**src/rtl/alu_pkg.sv**
```systemverilog
`timescale 1ns/1ps
// Package alu_pkg
// Shared widths, operation-code encodings and class encodings for the ALU.
// Assumes the 3-bit code layout: bit 2 = invert B and carry in,
// bits 1:0 = output select (AND, OR, sum, less).
package alu_pkg;

    parameter int FUNC_W  = 6;
    parameter int CLASS_W = 2;
    parameter int CODE_W  = 3;
    parameter int SEL_W   = 2;

    typedef enum logic [CODE_W-1:0] {
        ALU_AND = 3'b000,
        ALU_OR  = 3'b001,
        ALU_ADD = 3'b010,
        ALU_SUB = 3'b110,
        ALU_SLT = 3'b111
    } alu_code_e;

    typedef enum logic [CLASS_W-1:0] {
        CLS_MEM   = 2'b00,
        CLS_BRANCH = 2'b01,
        CLS_RFMT  = 2'b10,
        CLS_RALT  = 2'b11
    } op_class_e;

    localparam logic [FUNC_W-1:0] FN_ADD = 6'h20;
    localparam logic [FUNC_W-1:0] FN_SUB = 6'h22;
    localparam logic [FUNC_W-1:0] FN_AND = 6'h24;
    localparam logic [FUNC_W-1:0] FN_OR  = 6'h25;
    localparam logic [FUNC_W-1:0] FN_SLT = 6'h2A;

    localparam logic [SEL_W-1:0] SEL_AND  = 2'b00;
    localparam logic [SEL_W-1:0] SEL_OR   = 2'b01;
    localparam logic [SEL_W-1:0] SEL_SUM  = 2'b10;
    localparam logic [SEL_W-1:0] SEL_LESS = 2'b11;

endpackage

```
**src/rtl/alu_op_decoder.sv**
```systemverilog
`timescale 1ns/1ps
// Module alu_op_decoder
// Second-level control: turns the operation class and the function field
// into the 3-bit ALU code. Classes 00 and 01 ignore the function field.
// Classes 10 and 11 both decode it. An unknown field gives add and bad_func.
// Assumes func_code is only meaningful when op_class[1] is set.
module alu_op_decoder
    import alu_pkg::*;
(
    input  logic [CLASS_W-1:0] op_class,
    input  logic [FUNC_W-1:0]  func_code,
    output alu_code_e          code,
    output logic               bad_func
);

    // Pick the ALU code from class first, then from the function field.
    always_comb begin
        bad_func = 1'b0;
        case (op_class)
            CLS_MEM:    code = ALU_ADD;
            CLS_BRANCH: code = ALU_SUB;
            default: begin
                case (func_code)
                    FN_ADD:  code = ALU_ADD;
                    FN_SUB:  code = ALU_SUB;
                    FN_AND:  code = ALU_AND;
                    FN_OR:   code = ALU_OR;
                    FN_SLT:  code = ALU_SLT;
                    default: begin
                        code     = ALU_ADD;
                        bad_func = 1'b1;
                    end
                endcase
            end
        endcase
    end

    // Guard: the error output only appears for register-format classes.
    always_comb begin
        if (bad_func) begin
            AST_BAD_ONLY_RFMT: assert (op_class[1] == 1'b1);
        end
    end

endmodule

```
**src/rtl/alu_adder.sv**
```systemverilog
`timescale 1ns/1ps
// Module alu_adder
// Ripple adder shared by add, subtract and set-less-than. The invert input
// complements B and also supplies carry-in, so a + ~b + 1 = a - b.
// Also produces the raw signed overflow and the overflow-corrected sign,
// which is the less-than answer. Assumes W >= 2.
module alu_adder #(
    parameter int W = 32
) (
    input  logic [W-1:0] a,
    input  logic [W-1:0] b,
    input  logic         b_inv,
    output logic [W-1:0] sum,
    output logic         ovf_raw,
    output logic         less
);

    localparam int MSB = W - 1;

    logic carry_msb_in;
    logic carry_out;

    // Carry ripple from bit 0 to the MSB, keeping the carry into the MSB.
    always_comb begin
        logic c;
        logic bx;
        c            = b_inv;
        carry_msb_in = 1'b0;
        sum          = '0;
        for (int i = 0; i < W; i++) begin
            bx     = b[i] ^ b_inv;
            sum[i] = a[i] ^ bx ^ c;
            if (i == MSB) carry_msb_in = c;
            c = (a[i] & bx) | (c & (a[i] ^ bx));
        end
        carry_out = c;
    end

    // Signed overflow and the sign of the true difference.
    always_comb begin
        ovf_raw = carry_msb_in ^ carry_out;
        less    = sum[MSB] ^ ovf_raw;
    end

    // Guard: an overflowing sum has a sign unlike at least one operand.
    always_comb begin
        if (ovf_raw) begin
            AST_OVF_SIGN: assert (sum[MSB] != a[MSB]);
        end
    end

endmodule

```
**src/rtl/alu_bit_select.sv**
```systemverilog
`timescale 1ns/1ps
// Module alu_bit_select
// One result bit: picks AND, OR, the adder sum bit or the less input.
// The AND and OR use the uninverted B, since only the adder sees the inversion.
// Assumes less is tied low for every bit except bit 0.
module alu_bit_select
    import alu_pkg::*;
(
    input  logic             a_bit,
    input  logic             b_bit,
    input  logic             sum_bit,
    input  logic             less_bit,
    input  logic [SEL_W-1:0] sel,
    output logic             res_bit
);

    // Four-way output select for this bit position.
    always_comb begin
        case (sel)
            SEL_AND: res_bit = a_bit & b_bit;
            SEL_OR:  res_bit = a_bit | b_bit;
            SEL_SUM: res_bit = sum_bit;
            default: res_bit = less_bit;
        endcase
    end

endmodule

```
**src/rtl/alu_flags.sv**
```systemverilog
`timescale 1ns/1ps
// Module alu_flags
// Status outputs: zero from the final result, and overflow gated so that
// only add and subtract report it. Assumes ovf_raw comes from the adder.
module alu_flags
    import alu_pkg::*;
#(
    parameter int W = 32
) (
    input  logic [W-1:0] result,
    input  alu_code_e    code,
    input  logic         ovf_raw,
    output logic         zero_flag,
    output logic         ovf_flag
);

    logic is_arith;

    // Zero detect over the whole result word.
    always_comb zero_flag = ~(|result);

    // Overflow is meaningful only for add and subtract.
    always_comb begin
        is_arith = (code == ALU_ADD) || (code == ALU_SUB);
        ovf_flag = ovf_raw & is_arith;
    end

endmodule

```
**src/rtl/arith_logic_unit.sv**
```systemverilog
`timescale 1ns/1ps
// Module arith_logic_unit
// Top of the ALU: operation decoder, shared ripple adder, per-bit output
// select and flag logic. Fully combinational; the caller registers outputs.
// Assumes DATA_W >= 2.
module arith_logic_unit
    import alu_pkg::*;
#(
    parameter int DATA_W = 32
) (
    input  logic [CLASS_W-1:0] op_class,
    input  logic [FUNC_W-1:0]  func_code,
    input  logic [DATA_W-1:0]  opnd_a,
    input  logic [DATA_W-1:0]  opnd_b,
    output logic [DATA_W-1:0]  result,
    output logic               zero_flag,
    output logic               ovf_flag,
    output logic               bad_func
);

    localparam int MSB = DATA_W - 1;

    alu_code_e         code;
    logic [DATA_W-1:0] sum;
    logic              ovf_raw;
    logic              less;
    logic [SEL_W-1:0]  sel;
    logic              b_inv;

    alu_op_decoder u_dec (
        .op_class (op_class),
        .func_code(func_code),
        .code     (code),
        .bad_func (bad_func)
    );

    // Split the code into adder control and output select.
    always_comb begin
        b_inv = code[CODE_W-1];
        sel   = code[SEL_W-1:0];
    end

    alu_adder #(.W(DATA_W)) u_add (
        .a      (opnd_a),
        .b      (opnd_b),
        .b_inv  (b_inv),
        .sum    (sum),
        .ovf_raw(ovf_raw),
        .less   (less)
    );

    for (genvar i = 0; i < DATA_W; i++) begin : g_bit
        if (i == 0) begin : g_lsb
            alu_bit_select u_sel (
                .a_bit   (opnd_a[i]),
                .b_bit   (opnd_b[i]),
                .sum_bit (sum[i]),
                .less_bit(less),
                .sel     (sel),
                .res_bit (result[i])
            );
        end else begin : g_upper
            alu_bit_select u_sel (
                .a_bit   (opnd_a[i]),
                .b_bit   (opnd_b[i]),
                .sum_bit (sum[i]),
                .less_bit(1'b0),
                .sel     (sel),
                .res_bit (result[i])
            );
        end
    end

    alu_flags #(.W(DATA_W)) u_flg (
        .result   (result),
        .code     (code),
        .ovf_raw  (ovf_raw),
        .zero_flag(zero_flag),
        .ovf_flag (ovf_flag)
    );

    // Port-level guards relating class, operands and outputs.
    always_comb begin
        if (op_class == CLS_MEM) begin
            AST_MEM_ADD: assert (result == opnd_a + opnd_b);
        end
        if (op_class == CLS_BRANCH) begin
            AST_BRANCH_EQ: assert (zero_flag == (opnd_a == opnd_b));
        end
        if (op_class[1] && func_code == FN_SLT) begin
            AST_SLT_UPPER: assert (result[MSB:1] == '0);
        end
        AST_ZERO_MATCH: assert (zero_flag == (result == '0));
        if (ovf_flag) begin
            AST_OVF_RESULT_SIGN: assert (result[MSB] != opnd_a[MSB]);
        end
        if (bad_func) begin
            AST_BAD_AS_ADD: assert (result == opnd_a + opnd_b);
        end
    end

endmodule

```
**config.mk**
```make
export PLATFORM = sky130hd
export DESIGN_NAME = arith_logic_unit
export DESIGN_NICKNAME = d
export VERILOG_FILES = /design/src/rtl/alu_pkg.sv /design/src/rtl/alu_op_decoder.sv /design/src/rtl/alu_adder.sv /design/src/rtl/alu_bit_select.sv /design/src/rtl/alu_flags.sv /design/src/rtl/arith_logic_unit.sv
export SDC_FILE = /design/constraint.sdc
export NUM_CORES = 1
export LEC_CHECK = 0
export ABC_AREA = 0
export BUFFER_PORTS_ARGS = -buffer_cell sky130_fd_sc_hd__buf_4
export CAP_MARGIN = 15
export CORE_AREA = 2 2 76 78
export DETAILED_ROUTE_END_ITERATION = 8
export DIE_AREA = 0 0 78 80
export PLACE_DENSITY = 0.86
export RECOVER_POWER = 25
export SETUP_SLACK_MARGIN = 0.4
export SYNTH_ARGS = -nofsm -noshare
export SYNTH_HDL_FRONTEND = slang
export SYNTH_HIERARCHICAL = 1
export SYNTH_SLANG_ARGS = --single-unit
export TNS_END_PERCENT = 100
```
**constraint.sdc**
```tcl
create_clock -name vclk -period 38.2
set_clock_uncertainty 0.05 [all_clocks]
set_input_delay 1.91 -clock vclk [all_inputs]
set_output_delay 1.91 -clock vclk [all_outputs]
set_load 0.02 [all_outputs]
```
Word level (Yosys, flattened, before mapping)
Cells that the tools add are included.

Register bits after elaboration: 0. Word-level logic and storage cells: 312.

Muxes and demuxes: 36. Bitwise operators: 260. Reductions and logical operators: 6. Equal/unequal tests: 10.

Operator list (number): 1-bit XOR (98); 1-bit AND (97); 1-bit one-hot mux with 3 select lines (32); 1-bit bitwise OR (64); 32-bit OR reduction (1); 6-bit equality test (second input constant) (5); 3-bit one-hot mux with 4 select lines (1); 3-bit one-hot mux with 2 select lines (1); 5-bit OR reduction (1); 2-bit by 1-bit equality test with 1-bit output (second input constant) (2); 2-bit zero test (2); 3-bit by 2-bit equality test with 1-bit output (second input constant) (1); 3-bit equality test (second input constant) (1); 2-bit equality test (second input constant) (1); 1-bit two-way mux (2); 2-bit OR reduction (1); 1-bit logical OR (1); 1-bit NOT (1).

Longest topological paths before layout
Gate-level depths: netlist (run 1).

Depth in word-level cells: 74. Mapped depth: 44. Mapped depth without buffers: 43.

By module
The synthesis (run 1) kept the hierarchy.

Modules (own cells, without submodules): alu_adder (area each 1247.4 um^2, seq. area each 0.0 um^2, cells each 132, times used 1); alu_bit_select (area each 37.5 um^2, seq. area each 0.0 um^2, cells each 3, times used 32); alu_op_decoder (area each 101.3 um^2, seq. area each 0.0 um^2, cells each 12, times used 1); alu_flags (area each 80.1 um^2, seq. area each 0.0 um^2, cells each 13, times used 1); arith_logic_unit (area each 3.8 um^2, seq. area each 0.0 um^2, cells each 1, times used 1).

Least setup slack after synthesis (run 1)
No wires, ideal clock.

Kind: input to output. Start point: input func_code[2]. End point: output zero_flag. Path slack: 20.809 ns. Stages on the path: 44. Data arrival time: 15.431 ns. Cell sequence: and4bb_1 > a22o_1 > buf_6 > xor2_1 > fa_1 > inv_1 > fa_1 > fa_1 > fa_1 > fa_1 > fa_1 > fa_1 > fa_1 > fa_1 > fa_1 > fa_1 > fa_1 > inv_1 > [8 not listed] > fa_1 > fa_1 > fa_1 > fa_1 > fa_1 > fa_1 > fa_1 > fa_1 > fa_1 > fa_1 > fa_1 > fa_1 > inv_1 > mux2_1 > mux2_4 > nor4_1 > nand4_1 > nor2_1.

Elaborated cells on any way between the ends: 237.

RTL lines: start, declared (line arith_logic_unit.sv:12) `input logic [FUNC_W-1:0] func_code,`; 6-bit equality test (line alu_op_decoder.sv:23) `case (func_code)`; 3-bit one-hot mux with 4 select lines (*) (line alu_op_decoder.sv:23); 3-bit one-hot mux with 2 select lines (*) (line alu_op_decoder.sv:19) `case (op_class)`; net code[2] (line arith_logic_unit.sv:23) `alu_code_e code;`; 1-bit XOR (line alu_adder.sv:31) `bx = b[i] ^ b_inv;`; 1-bit XOR (line alu_adder.sv:34) `c = (a[i] & bx) | (c & (a[i] ^ bx));`; 1-bit AND (line alu_adder.sv:34); 1-bit bitwise OR (line alu_adder.sv:34); [58 not listed]; 1-bit AND (line alu_adder.sv:34); 1-bit bitwise OR (line alu_adder.sv:34); 1-bit XOR (*) (line alu_adder.sv:32) `sum[i] = a[i] ^ bx ^ c;`; net sum[31] (line arith_logic_unit.sv:24) `logic [DATA_W-1:0] sum;`; 1-bit one-hot mux with 3 select lines (*) (line alu_bit_select.sv:19) `case (sel)`; net result[31] (line arith_logic_unit.sv:15) `output logic [DATA_W-1:0] result,`; 32-bit OR reduction (*) (line alu_flags.sv:20) `always_comb zero_flag = ~(|result);`; 1-bit NOT (*) (line alu_flags.sv:20); end, declared (line arith_logic_unit.sv:16) `output logic zero_flag,`.

The timed path passes the listed nets; every way through them passes the cells marked *.

Final worst setup path (run 1)
Start point: input func_code[4]. End point: output zero_flag.

Elaborated cells on any way between the ends: 237.

RTL lines: 6-bit equality test (line alu_op_decoder.sv:23); 3-bit one-hot mux with 4 select lines (*) (line alu_op_decoder.sv:23); 3-bit one-hot mux with 2 select lines (*) (line alu_op_decoder.sv:19); net code[2] (line arith_logic_unit.sv:23); 1-bit XOR (line alu_adder.sv:31); 1-bit XOR (line alu_adder.sv:34); 1-bit AND (line alu_adder.sv:34); 1-bit bitwise OR (line alu_adder.sv:34); [58 not listed]; 1-bit AND (line alu_adder.sv:34); 1-bit bitwise OR (line alu_adder.sv:34); 1-bit XOR (*) (line alu_adder.sv:32); net sum[31] (line arith_logic_unit.sv:24); 1-bit XOR (line alu_adder.sv:42) `less = sum[MSB] ^ ovf_raw;`; 1-bit one-hot mux with 3 select lines (line alu_bit_select.sv:19); 32-bit OR reduction (*) (line alu_flags.sv:20); 1-bit NOT (*) (line alu_flags.sv:20).

Marks and branches as above.

==> results of run 1 <==
## cells by family (layout without fill, tap and decap cells)
kind of cell | Yosys count | after routing | synth area share
AO/OA/AOI/OAI | 3 | 3 | 0.00950
XOR/XNOR | 34 | 34 | 0.116
adder cells (fa/ha/maj) | 64 | 64 | 0.380
buffers and inverters | 66 | 171 | 0.112
multiplexers | 66 | 66 | 0.327
other | 1 | 31 | 0.00142
AND/OR/NAND/NOR | 20 | 20 | 0.0542
## cell type report
class              count  area (µm²)  area share
repair buffers       109         788       0.220
well taps             72        90.1      0.0252
multi-input cells    218        2470       0.689
inverters             62         233      0.0651
## metrics by stage
| step | std cells | power, mW |
|---|---|---|
| after floorplan | 284 | 0.0633 |
| after global placement | 461 | 0.0920 |
| after detailed placement | 461 | 0.0959 |
| after CTS | 461 | 0.0962 |
| after global routing | 461 | 0.102 |
| final | 461 | 0.0936 |
## placed cells by master, fill, tap and decap left out, types with 2 or more instances in the layout
cell and instances:
buf_4 101, nor2_1 2, nor4_1 7, mux2_1 32, fa_1 32, clkbuf_1 8, nand4_1 2, xor2_1 4
maj3_2 32, xnor2_1 29, conb_1 31, mux2_4 32, and4bb_1 3, inv_1 62
## power groups by stage
stage | clock [mW] | sequential [mW] | combinational (mW)
2_1_floorplan | 0 | 0 | 0.0633
3_3_place_gp | 0 | 0 | 0.0920
3_5_place_dp | 0 | 0 | 0.0959
4_1_cts | 0 | 0 | 0.0962
5_1_grt | 0 | 0 | 0.102
6_report | 0 | 0 | 0.0936
## worst max path at each step
stage                     slack [ns]         to  cells after the start    startpoint
after floorplan                20.81  zero_flag                     44  func_code[2]
after global placement         19.61  zero_flag                     46  func_code[4]
after detailed placement       19.25  zero_flag                     46  func_code[4]
after CTS                      19.23  zero_flag                     46  func_code[4]
after global routing           17.31  zero_flag                     46  func_code[4]
final                          17.86  zero_flag                     46  func_code[4]
## metal layers
layer	GRT usage	up-vias
met5	0	-
met4	0.0105	0
met3	0.0260	4
met2	0.434	71
met1	0.229	1100
li1	-	1072
==> flow_metrics.env, run 1 <==
export IMPL_status="finished with violations"
export IMPL_violations="max-capacitance violations, max-slew violations"
export IMPL_min_path_type="in2out"
export IMPL_pin_count=107
export IMPL_p_comb_frac=1.000
export IMPL_sw_frac_of_total=0.486
export IMPL_place_area_mm2=0.00361
export IMPL_worstMarginPinSlew_ns=2.35
export IMPL_die_x_um=78
export IMPL_m1WireLength_mm=2.39
export IMPL_p_int_mw=0.0481
export IMPL_grt_overflow_total=0
export IMPL_synth_most_common_cell="inv_1"
export IMPL_layout_setup_ws_ns=17.86
export IMPL_route_met2_wl_mm=3.57
export IMPL_rows=27
export IMPL_cpMostUsedCell="fa_1"
export IMPL_drt_iter0_drc=55
export IMPL_start_util=0.487
export IMPL_dp_hpwl_mm=5.29
export IMPL_final_area_mm2=0.00358
export IMPL_coreArea_mm2=0.00541
export IMPL_required_ns=36.24
export IMPL_routedWlPerCell_um=13.7
export IMPL_clock_power_share=0
export IMPL_port_buffers=107
export IMPL_rsz0062_at_grt="no"
export IMPL_die_y_um=80
export IMPL_p_sw_mw=0.0454
export IMPL_synth_area_leaders="fa_1 24%, mux2_4 18%, maj3_2 14%"
export IMPL_critPathKind="in2out"
export IMPL_fillers=461
export IMPL_hp_start="op_class[1]"
export IMPL_pre_cts_ws_ns=19.25
export IMPL_final_period_utilization=0.533
export IMPL_drc=0
export IMPL_firstDrtPassIters=4
export IMPL_syn_area_per_cell_um2=10.4
export IMPL_area_growth_pct=35.8
export IMPL_grt_pass1_vias=2461
export IMPL_slowest_stage="clkbuf_1"
export IMPL_drive_gt1_frac=0.440
export IMPL_synthesis_area_mm2=0.00263
export IMPL_finalSetupViolCount=0
export IMPL_crit_arrival_ns=18.38
export IMPL_crit_path_end_kind="primary output"
export IMPL_fmax_mhz=49.2
export IMPL_hold_viol=0
export IMPL_final_util=0.662
export IMPL_top_layer_used="met4"
export IMPL_tns_ns=0
export IMPL_die_area_mm2=0.00624
export IMPL_ys_seq_area_frac=0
export IMPL_synth_cell_types=27
export IMPL_seq_cells=0
export IMPL_hold_end="bad_func"
export IMPL_cpPeakStageDelay_ns=1.67
export IMPL_ctsResizeCount=0
export IMPL_synth_top_cells_by_count="62 x inv_1, 32 x fa_1, 32 x maj3_2, 32 x mux2_1, 32 x mux2_4"
export IMPL_crit_family="adder cells"
export IMPL_synth_top_area_frac=0.243
export IMPL_layout_nets=495
export IMPL_maxCapViolations=1
export IMPL_via_count=2247
export IMPL_post_cts_buffers=0
export IMPL_finalMaxSlewViolations=34
export IMPL_antennaDiodeCount=0
export IMPL_powerDensity_mw_per_mm2=26.2
export IMPL_yosysWarningCount=6
export IMPL_seqPwrFrac=0
export IMPL_routed_wirelength_mm=6.32
export IMPL_crit_path_max_fanout=33
export IMPL_ff_latch_area_um2=0
export IMPL_antenna_found_initial=0
export IMPL_wl_met3_um=331
export IMPL_hold_path_cell_count=4
export IMPL_slew_limit_headroom=-0.569
export IMPL_grt_max_degree=66
export IMPL_vias_per_cell=4.87
export IMPL_post_route_min_period_ns=20.34
export IMPL_holdWs_ns=4.17
export IMPL_nClkBuffers=0
export IMPL_antenna_left=0
export IMPL_leakage_nw=1.87
export IMPL_grt_pass1_wl_mm=10.7
export IMPL_postCtsHoldBufs=0
export IMPL_postSynthCellCount=254
export IMPL_synth_top_cell_by_area="fa_1"
export IMPL_peakVddDrop_mv=0.0159
export IMPL_gp_congestion=0.710
export IMPL_grt_usage=0.207
export IMPL_cp_buffers_inverters=7
export IMPL_worstSetupStartpointType="primary input"
(Power assumes the default switching activity.)
==> run 2, diff against run 1 <==
CORE_AREA = 2 2 78 80   (was 2 2 76 78)
DIE_AREA = 0 0 80 82   (was 0 0 78 80)
PLACE_DENSITY = 0.85   (was 0.86)
clock period = 16.89 ns   (was 38.2 ns; I/O delays follow)
==> flow_metrics.env, run 2 (synthesized netlist as in run 1, its figures left out) <==
export IMPL_critPathKind="in2out"
export IMPL_antenna_left=0
export IMPL_firstDrtPassIters=4
export IMPL_crit_family="adder cells"
export IMPL_dp_cells=465
export IMPL_rsz0062_at_grt="no"
export IMPL_clock_power_share=0
export IMPL_port_buffers=107
export IMPL_required_ns=16.00
export IMPL_finalSetupViolCount=0
export IMPL_drt_iter0_drc=59
export IMPL_die_x_um=80
export IMPL_cpMostUsedCell="fa_1"
export IMPL_gp_congestion=0.838
export IMPL_met3_usage=0.00879
export IMPL_layout_common_cells="104 x buf_4, 62 x inv_1, 32 x mux2_1, 32 x mux2_4, 32 x fa_1"
export IMPL_antenna_found_initial=0
export IMPL_multi_input_area_mm2=0.00247
export IMPL_tns_ns=0
export IMPL_crit_arrival_ns=15.09
export IMPL_p_sw_mw=0.104
export IMPL_grt_usage=0.193
export IMPL_stdcell_count=465
export IMPL_rows=28
export IMPL_finalMaxSlewViolations=66
export IMPL_violations="max-capacitance violations, max-slew violations"
export IMPL_layout_setup_ws_ns=0.903
export IMPL_start_util=0.458
export IMPL_p_int_mw=0.110
export IMPL_use_met2=0.400
export IMPL_maxCapViolations=1
export IMPL_ff_latch_area_um2=0
export IMPL_min_path_type="in2out"
export IMPL_crit_path_end_kind="primary output"
export IMPL_grt_max_degree=66
export IMPL_via_count=2220
export IMPL_pin_count=107
export IMPL_grt_busiest_layer="met2"
export IMPL_fmax_mhz=62.6
export IMPL_routed_wirelength_mm=6.34
export IMPL_leakage_nw=1.89
export IMPL_grt_overflow_total=0
export IMPL_antennaDiodeCount=0
export IMPL_powerDensity_mw_per_mm2=59.3
export IMPL_slew_limit_headroom=-0.647
export IMPL_sw_frac_of_total=0.484
export IMPL_met1_usage=0.219
export IMPL_layout_nets=496
export IMPL_coreArea_mm2=0.00575
export IMPL_post_cts_buffers=0
export IMPL_final_period_utilization=0.947
export IMPL_dp_hpwl_mm=5.44
export IMPL_worstSetupStartpointType="primary input"
export IMPL_nClkBuffers=0
export IMPL_seqPwrFrac=0
export IMPL_die_area_mm2=0.00656
export IMPL_grt_pass1_wl_mm=10.2
export IMPL_routedWlPerCell_um=13.6
export IMPL_peakVddDrop_mv=0.0323
export IMPL_slowest_stage="fa_1"
export IMPL_post_route_min_period_ns=15.99
export IMPL_worstMarginPinSlew_ns=2.47
export IMPL_area_growth_pct=37.0
export IMPL_die_y_um=82
export IMPL_cp_buffers_inverters=5
export IMPL_final_common_cell="buf_4"
export IMPL_cpPeakStageDelay_ns=0.47
export IMPL_fillers=513
export IMPL_crit_path_max_fanout=4
export IMPL_p_comb_frac=1.000
export IMPL_drc=0
export IMPL_pre_cts_ws_ns=0.769
export IMPL_grt_pass1_vias=2435
export IMPL_status="finished with violations"
export IMPL_vias_per_cell=4.77
export IMPL_hold_viol=0
export IMPL_seq_cells=0
export IMPL_drive_gt1_frac=0.449
==> run 2: repair_timing <==
action / 4_1_cts / 5_1_grt
hold buffers: 0 / 0
endpoints found under the hold margin: 0 / 0
endpoints found under the setup margin: 0 / 1
resized for setup: 0 / 4
==> run 2: per-layer routing <==
| metal | vias to the layer above | routed length [µm] |
|---|---|---|
| li1 | 1073 | - |
| met1 | 1076 | 2440 |
| met2 | 65 | 3550 |
| met3 | 6 | 263 |
| met4 | 0 | 79 |
| met5 | - | 0 |
==> run 2: per-stage QoR <==
step,utilization,hold slack (ns),power (mW),area [µm²]
after floorplan,-,1.78,0.143,2750
after global placement,0.630,2.03,0.210,3620
after detailed placement,0.630,2.04,0.217,3620
after CTS,0.630,2.04,0.217,3620
after global routing,0.628,2.08,0.234,3610
final,0.628,2.05,0.214,3610
==> run 2: worst paths after layout <==
check | startpoint | to | slack (ns) | cells after the start
worst max-delay path | op_class[1] | zero_flag | 0.90 | 44
worst min-delay path | op_class[1] | bad_func | 2.05 | 4
==> run 2: area by class of cell <==
cell class | instances | share of cell area
Multi-Input combinational cell | 218 | 0.685
Timing Repair Buffer | 110 | 0.225
Tap cell | 75 | 0.0260
Inverter | 62 | 0.0645
==> run 2: worst min-delay path, delay by kind of cell <==
kind | cells | cell delay, ns
compound gates | 1 | 0.05
buf+inv | 3 | 0.35
==> run 2: power groups by stage <==
stage	Combinational [mW]	Clock [mW]	Sequential, mW
finish	0.214	0	0
global route	0.234	0	0
CTS	0.217	0	0
detailed placement	0.217	0	0
global placement	0.210	0	0
floorplan	0.143	0	0
